[src/rtl/frame_timing_gen.sv]
module frame_timing_gen #(
  parameter int LW = 10,
  parameter int PW = 11
) (
  input  logic          clk,
  input  logic          rst_n,
  input  logic          line_end,
  input  logic [PW-1:0] hcount,
  input  logic          load_a,
  input  logic          load_b,
  input  logic [LW-1:0] frame_len,
  input  logic [LW-1:0] fp1_start,
  input  logic [LW-1:0] fp1_stop,
  input  logic          fp1_inv,
  input  logic [LW-1:0] fp2_start,
  input  logic [LW-1:0] fp2_stop,
  input  logic          fp2_inv,
  input  logic [LW-1:0] fp3_start,
  input  logic [LW-1:0] fp3_stop,
  input  logic          fp3_inv,
  input  logic          mix_and,
  input  logic          mix_or,
  input  logic [PW-1:0] act_h_start,
  input  logic [PW-1:0] act_h_end,
  input  logic [LW-1:0] act_v_start,
  input  logic [LW-1:0] act_v_end,
  output logic [LW-1:0] line_cnt,
  output logic          fp1,
  output logic          fp2,
  output logic          fp3,
  output logic          de
);

  logic [LW-1:0] len_s, s1, e1, s2, e2, s3, e3, vs_s, ve_s;
  logic          first;
  logic          wrap;
  logic          p1, p2, p3;

  assign wrap = ({1'b0, line_cnt} + 1'b1) >= {1'b0, len_s};

  always_ff @(posedge clk or negedge rst_n) begin
    if (!rst_n) begin
      line_cnt <= '0;
      first    <= 1'b1;
      len_s <= '0; vs_s <= '0; ve_s <= '0;
      s1 <= '0; e1 <= '0; s2 <= '0; e2 <= '0; s3 <= '0; e3 <= '0;
    end else begin
      first <= 1'b0;
      if (line_end)
        line_cnt <= wrap ? '0 : line_cnt + 1'b1;
      if (first || (line_end && wrap)) begin
        len_s <= frame_len;
        vs_s  <= act_v_start;
        ve_s  <= act_v_end;
        s1 <= fp1_start; e1 <= fp1_stop;
        s2 <= fp2_start; e2 <= fp2_stop;
        s3 <= fp3_start; e3 <= fp3_stop;
      end
    end
  end

  function automatic logic in_win(input logic [LW-1:0] l, st, sp);
    if (st < sp) return (l >= st) && (l < sp);
    if (st > sp) return (l >= st) || (l < sp);
    return 1'b0;
  endfunction

  assign p1 = in_win(line_cnt, s1, e1);
  assign p2 = in_win(line_cnt, s2, e2) & (~mix_and | load_a);
  assign p3 = in_win(line_cnt, s3, e3) | (mix_or & load_b);

  assign fp1 = p1 ^ fp1_inv;
  assign fp2 = p2 ^ fp2_inv;
  assign fp3 = p3 ^ fp3_inv;

  assign de = (hcount >= act_h_start) && (hcount <= act_h_end) &&
              (line_cnt >= vs_s) && (line_cnt <= ve_s);


  hold_without_strobe_chk: assert property (@(posedge clk) disable iff (!rst_n)
    !line_end |=> $stable(line_cnt));


  count_in_frame_chk: assert property (@(posedge clk) disable iff (!rst_n)
    (len_s <= 1) ? (line_cnt == 0) : (line_cnt < len_s));


  empty_window_chk: assert property (@(posedge clk) disable iff (!rst_n)
    (s1 == e1 && !fp1_inv) |-> !fp1);


  and_mix_chk: assert property (@(posedge clk) disable iff (!rst_n)
    (mix_and && !load_a && !fp2_inv) |-> !fp2);


  or_mix_chk: assert property (@(posedge clk) disable iff (!rst_n)
    (mix_or && load_b && !fp3_inv) |-> fp3);


  de_horiz_chk: assert property (@(posedge clk) disable iff (!rst_n)
    de |-> (hcount >= act_h_start && hcount <= act_h_end));

endmodule

[config.mk]
export PLATFORM = sky130hd
export DESIGN_NAME = frame_timing_gen
export DESIGN_NICKNAME = d
export VERILOG_FILES = /design/src/rtl/frame_timing_gen.sv
export SDC_FILE = /design/constraint.sdc
export NUM_CORES = 1
export LEC_CHECK = 0
export CAP_MARGIN = 10
export CELL_PAD_IN_SITES_DETAIL_PLACEMENT = 0
export CELL_PAD_IN_SITES_GLOBAL_PLACEMENT = 1
export CORE_MARGIN = 8
export CORE_UTILIZATION = 39
export CTS_BUF_LIST = sky130_fd_sc_hd__clkbuf_2 sky130_fd_sc_hd__clkbuf_4 sky130_fd_sc_hd__clkbuf_8
export CTS_CLUSTER_DIAMETER = 120
export DETAILED_ROUTE_END_ITERATION = 8
export PLACE_DENSITY_LB_ADDON = 0.1
export SYNTH_ARGS = -nofsm -noshare
export SYNTH_HDL_FRONTEND = slang
export SYNTH_SLANG_ARGS = --single-unit
[constraint.sdc]
create_clock -name clk -period 2.96 [get_ports clk]
set_input_delay 0.74 -clock clk [delete_from_list [all_inputs] [get_ports clk]]
set_output_delay 0.74 -clock clk [all_outputs]
set_load 0.01 [all_outputs]
# After elaboration in Yosys (flattened, before gate mapping)
# Index checks and enable logic that the tools add are counted.
[word_totals]
reg_bits = 101
input_bits = 133
[classes]
n_addsub = 2
order_cmp = 17
n_mux = 22
n_bitwise = 8
n_reduce_logical = 11
[ops]
columns = ["operator", "count"]
rows = [
  ["10-bit < comparator", 6],
  ["10-bit >= comparator", 4],
  ["10-bit > comparator", 3],
  ["1-bit two-way mux", 21],
  ["10-bit by 1-bit adder with 11-bit output, second input constant", 1],
  ["11-bit by 10-bit >= comparator with 1-bit output", 1],
  ["11-bit >= comparator", 1],
  ["11-bit less-or-equal comparator", 1],
  ["10-bit by 1-bit adder with 10-bit output, second input constant", 1],
  ["10-bit less-or-equal comparator", 1],
  ["10-bit two-way mux", 1],
  ["1-bit logical AND", 7],
  ["1-bit logical OR", 4],
  ["1-bit bitwise XOR", 3],
  ["1-bit AND", 2],
  ["1-bit OR", 2],
  ["1-bit inverter", 1],
]

# Depth between registers and ports, before layout
# Gate-level depths: netlist of run 1.
[logic_depth]
depth_word = 8
depth_mapped = 12
mapped_depth_nobuf = 11

# Worst setup path before layout of run 1
# Ideal clock, no wire load.
[synth_timing]
path_type = "register to register"
from = "register line_cnt[2]"
to = "register e1[0]"
setup_time_ps = 125
arrival_ps = 2934
required_time_ps = 2835
slack_ps = -99
path_stages_with_launch = 13
path_buffers = 1
cell_sequence = "dfrtp_1 -> and3_1 -> and3_1 -> nand3_1 -> xnor2_1 -> ha_1 -> a21o_1 -> a21oi_1 -> o41a_1 -> o21ai_2 -> a21oi_4 -> buf_6 -> mux2_4"
[synth_via]
elab_chain_len = 4
[synth_rtl]
columns = ["item", "line", "text"]
rows = [
  ["from (decl)", "27", "output logic [LW-1:0] line_cnt,"],
  ["from (signal assigned)", "50", "line_cnt <= wrap ? '0 : line_cnt + 1'b1;"],
  ["10-bit by 1-bit adder with 11-bit output", "39", "assign wrap = ({1'b0, line_cnt} + 1'b1) >= {1'b0, len_s};"],
  ["11-bit by 10-bit >= comparator with 1-bit output", "39", ""],
  ["1-bit logical AND", "51", "if (first || (line_end && wrap)) begin"],
  ["1-bit logical OR", "51", ""],
  ["to (signal assigned)", "55", "s1 <= fp1_start; e1 <= fp1_stop;"],
  ["to (decl)", "34", "logic [LW-1:0] len_s, s1, e1, s2, e2, s3, e3, vs_s, ve_s;"],
]
# Every way passes these cells.
# A chain may end at the register's enable or synchronous reset.

# Final worst setup path of run 1
[layout_timing]
from = "register line_cnt[7]"
to = "output port fp3"
[layout_via]
elab_chain_len = 8
elab_cells_between_ends = 10
[layout_rtl]
columns = ["item", "line", "text"]
rows = [
  ["10-bit >= comparator or 10-bit < comparator (tied branches)", "63, 64", ""],
  ["1-bit logical AND", "63", "if (st < sp) return (l >= st) && (l < sp);"],
  ["1-bit two-way mux", "63", ""],
  ["1-bit two-way mux", "64", "if (st > sp) return (l >= st) || (l < sp);"],
  ["1-bit two-way mux", "65", "return 1'b0;"],
  ["1-bit two-way mux *", "64", ""],
  ["1-bit OR *", "70", "assign p3 = in_win(line_cnt, s3, e3) | (mix_or & load_b);"],
  ["1-bit bitwise XOR *", "74", "assign fp3 = p3 ^ fp3_inv;"],
  ["to (decl)", "30", "output logic fp3,"],
]
# Every way passes the cells marked *; elsewhere a longest branch is shown, timed or not. The select of a mux whose other input is x is not followed.

==> results of run 1 <==
## cell type report
| type | instances | area (sq um) |
|---|---|---|
| clock buffer | 9 | 123.9 |
| clock inverter | 7 | 60.06 |
| fill | 1592 | 7523 |
| inverter | 115 | 431.7 |
| multi-input combinational | 472 | 5066 |
| sequential | 101 | 2536 |
| tap | 265 | 331.6 |
| timing repair buffer | 354 | 3390 |
## power groups by stage
stage	Clock (mW)	Sequential, mW	Combinational (mW)
2_1_floorplan	0	1.83	1.50
3_5_place_dp	0	1.85	2.88
6_report	0.877	1.80	3.48
5_1_grt	0.970	1.83	3.84
3_3_place_gp	0	1.84	2.77
4_1_cts	0.909	1.82	3.30
## worst max-delay path, cell delays in order (launching register included)
cell and delay, ns:
dfrtp_1 0.41, buf_4 0.14, buf_6 0.11, ha_4 0.20
and4_4 0.15, a221oi_2 0.22, o21ai_1 0.09, a31o_2 0.24
a32o_1 0.29, a21oi_4 0.13, xnor2_1 0.13, buf_2 0.16
## synthesized netlist by cell type, types with 2 or more instances
library cell	n	area, sq um
nor4_1	2	12.51
mux2_4	90	1351
o221ai_1	3	26.28
o211ai_1	6	45.04
o21ai_0	25	125.1
xnor2_1	9	78.83
a221oi_1	2	17.52
nor2_1	11	41.29
nand3_1	12	60.06
clkbuf_1	2	7.510
o2111ai_1	4	35.03
inv_1	115	431.7
dfrtp_1	100	2502
o21a_1	4	30.03
and3_1	7	43.79
o22ai_1	2	12.51
a21oi_1	31	155.2
a31oi_1	10	62.56
nand4_1	8	50.05
nand2_1	17	63.81
ha_1	140	1752
nor2b_1	8	50.05
nand2b_1	18	112.6
xor2_1	2	17.52
a211o_1	4	35.03
a21o_1	21	157.7
buf_6	9	101.4
nor3b_1	2	15.01
a211oi_1	8	60.06
and4_1	2	17.52
## timing repair
action	in CTS	in global routing
hold buffers	0	0
resized for setup	93	52
buffers inserted	38	15
endpoints found under the setup margin	94	94
cloned	5	0
pin swaps	43	32
## metal layers
metal | vias to the layer above | share of wire | GRT usage
met4 | 0 | 0.021 | 0.06224
met2 | 145 | 0.50 | 0.3315
met3 | 36 | 0.043 | 0.03585
li1 | 3189 | - | -
met5 | - | 0 | 0
met1 | 3101 | 0.43 | 0.2216
## cells by family after synthesis
logic type	count (synthesis)	share of synthesized area
compound gates	133	0.1154
xor+xnor	11	0.01250
simple gates	95	0.06817
flops	101	0.3280
buf+inv	126	0.07012
fa+ha+maj	140	0.2272
other cells	1	0.0004865
mux	92	0.1781
## worst max path at each step
stage	startpoint	end	slack, ns	cells past startpoint
floorplan	line_cnt[0]	fp2	0.004	9
global placement	hcount[0]	de	-0.88	11
detailed placement	hcount[0]	de	-0.93	11
CTS	line_cnt[7]	fp2	-0.42	11
global route	line_cnt[7]	de	-0.59	11
finish	line_cnt[7]	fp3	-0.45	11
## per-stage QoR
stage / TNS [ns] / hold WS, ns
finish: -20.13 / 0.3822
global route: -29.89 / 0.4355
CTS: -14.46 / 0.3830
detailed placement: -26.64 / 0.4967
global placement: -26.36 / 0.4968
floorplan: 0 / 0.4444
==> impl_metrics.json, run 1 <==
{
  "synthToLayoutAreaGrowth_pct": 54.88,
  "post-route-min-period_ns": 3.409,
  "synth_cell_types": 55,
  "status": "finished with violations",
  "drc": 0,
  "final_area_sq_um": 11940,
  "crit_required_ns": 2.22,
  "slew_headroom": 0.5379,
  "startpoint_type": "flip-flop",
  "synth_edf_count": 0,
  "postRouteAntennaNets": 0,
  "rows": 51,
  "finalSetupViolations": 94,
  "cts_buffers": 9,
  "worst-setup-path-type": "reg -> out",
  "p_leak_nw": 6.182,
  "die-area_sq_um": 24520,
  "arrival_ns": 2.67,
  "synthCells": 699,
  "place_congestion": 0.8443,
  "dr.pass1.iters": 4,
  "cts_root_buffer": "clkbuf_8",
  "clk_latency_ns": 0.40,
  "fin_util": 0.6134,
  "antenna_found_initial": 0,
  "netlist_area_sq_um": 7709,
  "start_util": 0.3961,
  "r2r_start": "line_cnt[2]",
  "cts_tree": "yes",
  "power.density_nw_per_um2": 515.8,
  "switchingPower_mw": 2.213,
  "gr-total-overflow": 0,
  "layout_setup_ws_ns": -0.4492,
  "timing.rr.end": "s2[6]",
  "routed_via_density": 4.891,
  "via_count": 6471,
  "grt_pass1_vias": 7315,
  "dpl.cell_count": 1257,
  "intPower_mw": 3.945,
  "rsz0062_at_grt": "true",
  "drt_wl_total_microns": 22660,
  "syn_nets": 972,
  "cp_max_fo": 2,
  "finClkSkew_ns": 0.01781,
  "clk_pin_slew_ns": 0.12,
  "worst_setup_path_end_kind": "output port",
  "pwr-share-clk": 0.142,
  "max-vdd-ir-drop_mv": 0.2363,
  "seqPwrFrac": 0.292,
  "syn_area_per_cell_sq_um": 11.03,
  "finalCritPeriodShare": 1.152,
  "synth_warnings": 0,
  "cts_buffer_depth": 2,
  "grt_pass1_wl_microns": 36400,
  "core-area_sq_um": 19460,
  "grt_max_degree": 53,
  "drt-initial-drc-count": 184,
  "mostFrequentLayoutCells": "buf_4, clkdlybuf4s50_1, ha_1",
  "ys_seq_area_frac": 0.3280,
  "max_freq_mhz": 293.3,
  "finalNonFillerCells": 1323,
  "slew_viol_final": 0,
  "r2r_cells": 16,
  "tightest_slew_ns": 0.6932,
  "synth-async-reset-ratio": 1.000,
  "rrSetupSlack_ns": -0.30,
  "total_power_mw": 6.158,
  "ys_ff_latch": 101,
  "layout_commonest_cell": "buf_4",
  "cts.sinks": 101,
  "drt-wirelength-per-cell_microns": 17.13,
  "ys.flop_type": "dfrtp_1",
  "pre_cts_ws_ns": -0.9302,
  "maxCapViolCount": 0,
  "ios": 147,
  "grt_usage": 0.1868,
  "diodes": 0,
  "drive_above_1_share": 0.3715,
  "sw_frac_of_total": 0.3594,
  "hp-class": "in -> async",
  "nNetsFinal": 1326,
  "dpl_cell_area_sq_um": 10710,
  "combPwrFrac": 0.565,
  "portBuffers": 146,
  "htreeDepth": 3,
  "timing.final.hold_violations": 0,
  "die_y_microns": 156.6,
  "die_width_microns": 156.6,
  "dp_hpwl_microns": 17270,
  "violations": "setup timing"
}
(Power assumes the default switching activity.)
==> run 2, diff against run 1 <==
Settings changed: ABC_CLOCK_PERIOD_IN_PS set to 2960.
==> results of run 2 <==
Same layout as run 1: the final DEF is identical, and so are final timing and power.
